## src/rtl/i2cb_pkg.sv

```systemverilog
package i2cb_pkg;

    localparam int WORD_W     = 32;
    localparam int START_BIT  = 24;
    localparam int FRAME_LEN  = 3;

    typedef enum logic [1:0] {
        SEL_CMD  = 2'd0,
        SEL_CLK  = 2'd1,
        SEL_MODE = 2'd2,
        SEL_NONE = 2'd3
    } reg_sel_e;

    typedef struct packed {
        logic [7:0] data;
        logic [7:0] reg_addr;
        logic [6:0] target;
    } bypass_cmd_t;

    typedef struct packed {
        logic [7:0] lo;
        logic [7:0] hi;
    } clk_cfg_t;

    typedef struct packed {
        logic       fast_en;
        logic [1:0] mcode;
    } mode_cfg_t;

    typedef enum logic [2:0] {
        ST_IDLE,
        ST_START,
        ST_LOW,
        ST_HIGH,
        ST_STOP_LOW,
        ST_STOP_HIGH
    } bus_state_e;

    function automatic logic [WORD_W-1:0] pack_cmd(bypass_cmd_t c, logic busy);
        return {7'd0, busy, c.data, c.reg_addr, 1'b0, c.target};
    endfunction

    function automatic bypass_cmd_t unpack_cmd(logic [WORD_W-1:0] w);
        bypass_cmd_t c;
        c.target   = w[6:0];
        c.reg_addr = w[15:8];
        c.data     = w[23:16];
        return c;
    endfunction

    function automatic logic [7:0] frame_byte(bypass_cmd_t c, logic [1:0] idx);
        case (idx)
            2'd0:    return {c.target, 1'b0};
            2'd1:    return c.reg_addr;
            default: return c.data;
        endcase
    endfunction

endpackage

```

## src/rtl/i2cb_regs.sv

```systemverilog
module i2cb_regs
    import i2cb_pkg::*;
#(
    parameter logic [7:0] DEF_HI = 8'd10,
    parameter logic [7:0] DEF_LO = 8'd14
) (
    input  logic              clk,
    input  logic              rst,
    input  logic              reg_we,
    input  logic [1:0]        reg_sel,
    input  logic [WORD_W-1:0] reg_wdata,
    input  logic              xfer_done,
    input  logic              xfer_nack,
    output logic              launch,
    output logic              busy,
    output logic              err,
    output bypass_cmd_t       cmd,
    output clk_cfg_t          ccfg,
    output mode_cfg_t         mcfg,
    output logic [WORD_W-1:0] rdata
);

    reg_sel_e sel;
    logic     cmd_wr;

    assign sel    = reg_sel_e'(reg_sel);
    assign cmd_wr = reg_we && (sel == SEL_CMD) && !busy;
    assign launch = cmd_wr && reg_wdata[START_BIT];

    always_ff @(posedge clk) begin
        if (rst) begin
            cmd  <= '0;
            busy <= 1'b0;
            err  <= 1'b0;
            ccfg <= '{lo: DEF_LO, hi: DEF_HI};
            mcfg <= '0;
        end else begin
            if (cmd_wr) begin
                cmd <= unpack_cmd(reg_wdata);
            end
            if (launch) begin
                busy <= 1'b1;
            end else if (xfer_done) begin
                busy <= 1'b0;
            end
            if (xfer_done && xfer_nack) begin
                err <= 1'b1;
            end
            if (reg_we && sel == SEL_CLK) begin
                ccfg <= '{lo: reg_wdata[15:8], hi: reg_wdata[7:0]};
            end
            if (reg_we && sel == SEL_MODE) begin
                mcfg <= '{fast_en: reg_wdata[3], mcode: reg_wdata[1:0]};
            end
        end
    end

    always_comb begin
        case (sel)
            SEL_CMD:  rdata = pack_cmd(cmd, busy);
            SEL_CLK:  rdata = {16'd0, ccfg.lo, ccfg.hi};
            SEL_MODE: rdata = {28'd0, mcfg.fast_en, 1'b0, mcfg.mcode};
            default:  rdata = '0;
        endcase
    end

endmodule

```

## src/rtl/i2cb_phase_timer.sv

```systemverilog
module i2cb_phase_timer #(
    parameter int CNT_W = 9
) (
    input  logic             clk,
    input  logic             rst,
    input  logic             restart,
    input  logic [CNT_W-1:0] len,
    output logic             last,
    output logic             mid
);

    logic [CNT_W-1:0] cnt;

    always_ff @(posedge clk) begin
        if (rst || restart) begin
            cnt <= '0;
        end else begin
            cnt <= cnt + 1'b1;
        end
    end

    assign last = (cnt == len - 1'b1);
    assign mid  = (cnt == (len >> 1));

endmodule

```

## src/rtl/i2cb_seq.sv

```systemverilog
module i2cb_seq
    import i2cb_pkg::*;
(
    input  logic        clk,
    input  logic        rst,
    input  logic        launch,
    input  bypass_cmd_t cmd,
    input  logic        last,
    input  logic        mid,
    input  logic        sda_in,
    output bus_state_e  state,
    output logic        scl_oe,
    output logic        sda_oe,
    output logic        done,
    output logic        nack
);

    localparam logic [3:0] ACK_SLOT  = 4'd8;
    localparam logic [1:0] LAST_BYTE = 2'(FRAME_LEN - 1);

    logic [3:0] bit_idx;
    logic [1:0] byte_idx;
    logic       sda_drv;
    logic [7:0] cur_byte;
    logic       cur_bit;

    always_comb begin
        cur_byte = frame_byte(cmd, byte_idx);
        cur_bit  = (bit_idx < ACK_SLOT) ? cur_byte[3'd7 - bit_idx[2:0]] : 1'b1;
    end

    always_ff @(posedge clk) begin
        if (rst) begin
            state    <= ST_IDLE;
            bit_idx  <= '0;
            byte_idx <= '0;
            sda_drv  <= 1'b0;
            nack     <= 1'b0;
        end else begin
            case (state)
                ST_IDLE: begin
                    if (launch) begin
                        state    <= ST_START;
                        sda_drv  <= 1'b1;
                        bit_idx  <= '0;
                        byte_idx <= '0;
                        nack     <= 1'b0;
                    end
                end
                ST_START: begin
                    if (last) state <= ST_LOW;
                end
                ST_LOW: begin
                    if (mid)  sda_drv <= ~cur_bit;
                    if (last) state   <= ST_HIGH;
                end
                ST_HIGH: begin
                    if (last) begin
                        if (bit_idx == ACK_SLOT) begin
                            nack <= sda_in;
                            if (sda_in || byte_idx == LAST_BYTE) begin
                                state <= ST_STOP_LOW;
                            end else begin
                                state    <= ST_LOW;
                                bit_idx  <= '0;
                                byte_idx <= byte_idx + 1'b1;
                            end
                        end else begin
                            bit_idx <= bit_idx + 1'b1;
                            state   <= ST_LOW;
                        end
                    end
                end
                ST_STOP_LOW: begin
                    if (mid)  sda_drv <= 1'b1;
                    if (last) state   <= ST_STOP_HIGH;
                end
                ST_STOP_HIGH: begin
                    if (last) begin
                        sda_drv <= 1'b0;
                        state   <= ST_IDLE;
                    end
                end
                default: state <= ST_IDLE;
            endcase
        end
    end

    assign scl_oe = (state == ST_LOW) || (state == ST_STOP_LOW);
    assign sda_oe = sda_drv;
    assign done   = (state == ST_STOP_HIGH) && last;

endmodule

```

## src/rtl/i2c_bypass_writer.sv

```systemverilog
module i2c_bypass_writer
    import i2cb_pkg::*;
#(
    parameter logic [7:0] DEF_HI = 8'd10,
    parameter logic [7:0] DEF_LO = 8'd14,
    parameter int         HI_OFS = 5,
    parameter int         LO_OFS = 7
) (
    input  logic        clk,
    input  logic        rst,
    input  logic        reg_we,
    input  logic [1:0]  reg_sel,
    input  logic [31:0] reg_wdata,
    output logic [31:0] reg_rdata,
    output logic        scl_oe,
    output logic        sda_oe,
    input  logic        sda_in,
    output logic        nack_err
);

    localparam int MAX_OFS = (HI_OFS > LO_OFS) ? HI_OFS : LO_OFS;
    localparam int CNT_W   = $clog2(256 + MAX_OFS + 1);

    bypass_cmd_t      cmd_q;
    clk_cfg_t         ccfg;
    mode_cfg_t        mcfg;
    bus_state_e       state;
    logic             launch;
    logic             busy_q;
    logic             done;
    logic             nack;
    logic             last;
    logic             mid;
    logic             in_low;
    logic [CNT_W-1:0] phase_len;

    i2cb_regs #(
        .DEF_HI (DEF_HI),
        .DEF_LO (DEF_LO)
    ) u_regs (
        .clk       (clk),
        .rst       (rst),
        .reg_we    (reg_we),
        .reg_sel   (reg_sel),
        .reg_wdata (reg_wdata),
        .xfer_done (done),
        .xfer_nack (nack),
        .launch    (launch),
        .busy      (busy_q),
        .err       (nack_err),
        .cmd       (cmd_q),
        .ccfg      (ccfg),
        .mcfg      (mcfg),
        .rdata     (reg_rdata)
    );

    assign in_low    = (state == ST_LOW) || (state == ST_STOP_LOW);
    assign phase_len = in_low ? (CNT_W'(ccfg.lo) + CNT_W'(LO_OFS))
                              : (CNT_W'(ccfg.hi) + CNT_W'(HI_OFS));

    i2cb_phase_timer #(
        .CNT_W (CNT_W)
    ) u_timer (
        .clk     (clk),
        .rst     (rst),
        .restart (launch || (last && state != ST_IDLE)),
        .len     (phase_len),
        .last    (last),
        .mid     (mid)
    );

    i2cb_seq u_seq (
        .clk    (clk),
        .rst    (rst),
        .launch (launch),
        .cmd    (cmd_q),
        .last   (last),
        .mid    (mid),
        .sda_in (sda_in),
        .state  (state),
        .scl_oe (scl_oe),
        .sda_oe (sda_oe),
        .done   (done),
        .nack   (nack)
    );

endmodule

```

## config.mk

```make
export PLATFORM = sky130hd
export DESIGN_NAME = i2c_bypass_writer
export DESIGN_NICKNAME = d
export VERILOG_FILES = /design/src/rtl/i2cb_pkg.sv /design/src/rtl/i2cb_regs.sv /design/src/rtl/i2cb_phase_timer.sv /design/src/rtl/i2cb_seq.sv /design/src/rtl/i2c_bypass_writer.sv
export SDC_FILE = /design/constraint.sdc
export NUM_CORES = 1
export LEC_CHECK = 0
export ABC_AREA = 1
export BUFFER_PORTS_ARGS = -buffer_cell sky130_fd_sc_hd__buf_2
export CAP_MARGIN = 20
export CORE_UTILIZATION = 55
export DETAILED_ROUTE_END_ITERATION = 8
export PLACE_DENSITY_LB_ADDON = 0.1
export REMOVE_ABC_BUFFERS = 1
export SYNTH_ARGS = -nofsm -noshare
export SYNTH_HDL_FRONTEND = slang
export SYNTH_SLANG_ARGS = --single-unit
```

## constraint.sdc

```tcl
create_clock -name clk -period 7.94 [get_ports clk]
set_clock_uncertainty 0.15 [all_clocks]
set_input_delay 1.588 -clock clk [delete_from_list [all_inputs] [get_ports clk]]
set_output_delay 1.588 -clock clk [all_outputs]
set_load 0.05 [all_outputs]
```

## Word-level counts from Yosys, hierarchy flattened

Index checks and enable logic that the tools add are counted.

| word-level totals | value |
|---|---|
| register bits after elaboration | 64 |
| latch bits | 0 |
| bits in writable memories | 0 |
| memory bits (read-only) | 0 |
| input bits | 38 |
| output and inout port bits | 35 |
| logic and storage cells | 109 |
| memories kept | 0 |

| cells by class | value |
|---|---|
| $add $sub $neg | 7 |
| multiply operators | 0 |
| divide/modulo/power cells | 0 |
| order comparisons | 2 |
| eq/ne operators | 23 |
| shifts and indexed selects | 0 |
| multiplexer cells | 36 |
| bitwise gates (word level) | 1 |
| reduce and logical (&&, ||, !) cells | 25 |

Operator list:

| operator | count |
|---|---|
| 25-bit case mux with 3 select lines | 1 |
| 3-bit two-way mux | 8 |
| 8-bit by 3-bit adder with 9-bit output (second input constant) | 2 |
| 2-bit != test (second input constant) | 9 |
| 3-bit case mux with 6 select lines | 1 |
| 4-bit two-way mux | 4 |
| 8-bit case mux with 2 select lines | 1 |
| 1-bit two-way mux | 11 |
| 5-bit AND reduction | 2 |
| 9-bit by 1-bit adder with 9-bit output (second input constant) | 1 |
| 9-bit by 8-bit equality test with 1-bit output | 1 |
| 9-bit equality test | 1 |
| 9-bit two-way mux | 1 |
| 9-bit by 1-bit subtractor with 9-bit output (second input constant) | 1 |
| 1-bit logical AND | 8 |
| 2-bit two-way mux | 4 |
| 4-bit case mux with 2 select lines | 1 |
| 4-bit AND reduction | 2 |
| 3-bit by 2-bit equality test with 1-bit output (second input constant) | 2 |
| 3-bit equality test (second input constant) | 2 |
| 6-bit AND reduction | 1 |
| 4-bit by 1-bit adder with 4-bit output (second input constant) | 1 |
| 2-bit by 1-bit equality test with 1-bit output (second input constant) | 2 |
| 2-bit equality test (second input constant) | 2 |
| 20 further kinds | 25 |

## Depth between registers and ports, before layout

| depth | value |
|---|---|
| word-level depth | 8 |
| mapped depth | 22 |
| gate-level depth less buffers | 22 |

## By module

A second synthesis with hierarchy kept.

| second synthesis, totals | value |
|---|---|
| cells, all modules | 743 |
| area total of the unflattened synthesis | 4409.2 um^2 |

By module, submodules not included:

| module | times used | cells each | area each (um^2) |
|---|---|---|---|
| i2cb_regs | 1 | 340 | 2178.3 |
| i2cb_seq | 1 | 161 | 960.9 |
| i2cb_phase_timer | 1 | 142 | 797.0 |
| i2c_bypass_writer | 1 | 100 | 473.0 |

## Worst setup path after synthesis

Ideal clock, no wire load.

| path | value |
|---|---|
| path kind | input-to-output |
| start | in reg_sel[0] |
| end | out reg_rdata[15] |
| data arrival time | 3.178 ns |
| path slack | 3.024 ns |
| stages on the path | 4 |
| path buffers | 1 |
| cells stage by stage | nor2_1 -> clkinv_1 -> clkbuf_1 -> o22ai_1 |

| between the ends | value |
|---|---|
| word-level cells in the longest chain between the ends | 2 |
| elaborated cells between the ends (all ways) | 4 |
| classes of those cells | eq/ne: 2; mux: 1; reduce/logical: 1 |

Ends and longest elaborated chain:

| what | line | RTL |
|---|---|---|
| from (decl) | i2c_bypass_writer.sv:12 | `input logic [1:0] reg_sel,` |
| 2-bit equality test (tied with other cells) | i2cb_regs.sv:59 | `case (sel)` |
| 25-bit case mux with 3 select lines * | i2cb_regs.sv:59 |  |
| to (decl) | i2c_bypass_writer.sv:14 | `output logic [31:0] reg_rdata,` |

Every way passes the cells marked *; elsewhere a longest branch is shown, timed or not.

## Final worst setup path

| path | value |
|---|---|
| start | in reg_sel[1] |
| end | out reg_rdata[8] |

Same word-level chain as after synthesis.

==> impl_metrics.env <==
export IMPL_syn_avg_cell_area_um2=6.36
export IMPL_ys_seq_area_share_pct=31.9
export IMPL_synth_top_area_cell="dfxtp_1"
export IMPL_powerDensity_nw_per_um2=281
export IMPL_max_cap_viol_count=0
export IMPL_drt_iter0_markers=222
export IMPL_synth_distinct_cells=35
export IMPL_io_pins=73
export IMPL_cts_clk_slew_worst_paths_ps=70
export IMPL_vias_per_cell=5.34
export IMPL_rsz0062_at_grt="no"
export IMPL_gp_congestion=0.949
export IMPL_dp_hpwl_um=7780
export IMPL_synth_cells=632
export IMPL_synth_top_family_by_area="simple AND/OR/NAND/NOR gates"
export IMPL_synth_simple_area_share_pct=33.3
export IMPL_yosysMostFrequentCell="nand2_1"
export IMPL_vias=4196
export IMPL_start_util_pct=58.2
export IMPL_synthFlopType="dfxtp_1"
export IMPL_tritoncts="built"
export IMPL_worst_slew_pin_slew_ps=649
export IMPL_diodes=0
export IMPL_nets=731
export IMPL_fin_crit_sh_pct=65.2
export IMPL_cts_num_sinks=64
export IMPL_clockBufferDepth=2
export IMPL_grt_ovfl_total=0
export IMPL_ant_nets=0
export IMPL_synthAdderAreaFrac_pct=2.49
export IMPL_clk_insertion_delay_late_ps=340
export IMPL_cp_required_ps=6200
export IMPL_fp_row_count=30
export IMPL_die_h_um=87.5
export IMPL_synth_xor_area_share_pct=3.27
export IMPL_endpoint_kind="output port"
export IMPL_ys_warnings_count=0
export IMPL_seqCellArea_um2=1280
export IMPL_dieArea_um2=7650
export IMPL_period_minus_slack_ps=5170
export IMPL_gr_usage_all_layers_pct=28.5
export IMPL_synthMuxAreaShare_pct=0
export IMPL_fin_ws_ps=2770
export IMPL_cts_setup_buffers=0
export IMPL_async_reset_ff_share_pct=0
export IMPL_peakVddDrop_mv=0.170
export IMPL_drt_wl_total_um=10200
export IMPL_grt_pass1_vias=3735
export IMPL_hold_viol_final=0
export IMPL_die_width_um=87.5
export IMPL_start_kind="primary input"
export IMPL_syn_area_um2=4020
export IMPL_path_class="primary input to output port"
export IMPL_grt_pass1_wl_um=17000
export IMPL_tns_ps=0
export IMPL_port_buffers=58
export IMPL_core_area_um2=6910
export IMPL_clock_root_buffer="clkbuf_8"
export IMPL_p_leak_nw=2.06
export IMPL_synth_top_cell_area_share_pct=31.9
export IMPL_design_area_um2=4550
export IMPL_cts_buffers=9
export IMPL_relSlewSlack_pct=56.4
export IMPL_firstDrtPassIters=5
export IMPL_crit_path_max_fanout=19
export IMPL_ys_ff_latch=64
export IMPL_drc=0
export IMPL_drv_slew=0
export IMPL_antenna_found_initial=0
export IMPL_wl_per_cell_um=13.0
export IMPL_hold_buffers=0
export IMPL_post_cts_resized=0
export IMPL_hold_slack_ps=310
export IMPL_placed_area_um2=4330
export IMPL_yosys_top_cells_count="143 x nand2_1, 80 x nor2_1, 79 x inv_1"
export IMPL_n_fill_cell=661
export IMPL_synth_compound_area_share_pct=18.1
export IMPL_post_place_ws_ps=2820
export IMPL_worstHoldPathType="flip-flop to flip-flop"
export IMPL_synthTopCellsByArea="dfxtp_1 32%, nand2_1 13%, nor2_1 7.5%"
export IMPL_finalSetupViolations=0
export IMPL_status="finished clean"
export IMPL_grt_start_max_net_pins=51
export IMPL_fmax_mhz=193
export IMPL_synth_edf_count=0
export IMPL_htreeDepth=3
export IMPL_syn2layout_area_growth_pct=13.4
export IMPL_drive_above_1_share_pct=13.3
export IMPL_multi_input_area_um2=2320
export IMPL_crit_arrival_ps=3440
## registers in the layout, indices dropped and copies added, names as in the netlist, 2 cells and up
signal	flops
u_seq.bit_idx	4
u_regs.mcfg	3
u_seq.byte_idx	2
u_seq.state	3
u_regs.ccfg	16
u_regs.cmd	23
u_timer.cnt	9
## worst max-delay path: stages
cell	delay [ps]
buf_2	120
nor2_1	370
clkinv_1	640
o22ai_1	400
buf_2	310
## final timing paths
kind / to / from / depth (start not counted) / slack, ps
worst min register to register: u_regs.mcfg[1] / u_regs.mcfg[1] / 2 / 310
worst max register to register: u_timer.cnt[3] / u_seq.state[2] / 17 / 4780
worst min-delay path: u_regs.mcfg[1] / u_regs.mcfg[1] / 2 / 310
worst max-delay path: reg_rdata[8] / reg_sel[1] / 5 / 2770
## report_power, final
group          leakage, nW  switching (W)  internal [W]
clock                0.103       0.000125      0.000161
combinational         1.43       0.000416      0.000185
sequential           0.523      0.0000387      0.000356
total                 2.06       0.000579      0.000702
## metal layers
| metal | vias up | part of all wire, % | track usage [%] |
|---|---|---|---|
| li1 | 2158 | - | - |
| met1 | 1865 | 45 | 36.1 |
| met2 | 152 | 47 | 48.1 |
| met3 | 21 | 6.4 | 4.83 |
| met4 | 0 | 2.3 | 11.6 |
| met5 | - | 0 | 0 |
## cell usage in the layout, fill, tap and decap left out, types with 7 or more instances in the layout
cell type	netlist	final
o22ai_1	11	11
ha_1	8	8
o21ai_0	50	50
inv_1	79	79
clkbuf_8	0	11
xor2_1	9	9
o211ai_1	9	9
nor2_1	80	80
buf_2	2	58
nand3_1	55	55
nand2_2	7	7
dfxtp_1	64	64
nor3_1	9	9
a21oi_1	46	46
conb_1	1	7
nand2_1	143	143
nand4_1	9	9
## cell type report
| cell class | count | share of cell area (%) |
|---|---|---|
| inverter | 81 | 6.68 |
| tap | 96 | 2.64 |
| sequential | 64 | 28.1 |
| timing repair buffer | 60 | 7.14 |
| clock buffer | 13 | 3.49 |
| multi-input combinational | 469 | 51.0 |
| clock inverter | 3 | 0.879 |
## logic make-up after synthesis
| family | after synthesis |
|---|---|
| AND/OR/NAND/NOR | 311 |
| XOR/XNOR | 15 |
| other | 1 |
| AO/OA/AOI/OAI | 128 |
| buffers and inverters | 105 |
| flip-flops | 64 |
| adder cells (fa/ha/maj) | 8 |
## through the flow
stage / util [%] / instances / power [W]
after floorplan: - / 614 / 0.000864
after global placement: 62.7 / 769 / 0.000976
after detailed placement: 62.7 / 769 / 0.000990
after CTS: 65.5 / 785 / 0.00128
after global routing: 65.9 / 786 / 0.00139
final: 65.9 / 786 / 0.00128
Power figures use the tool's default switching activity.
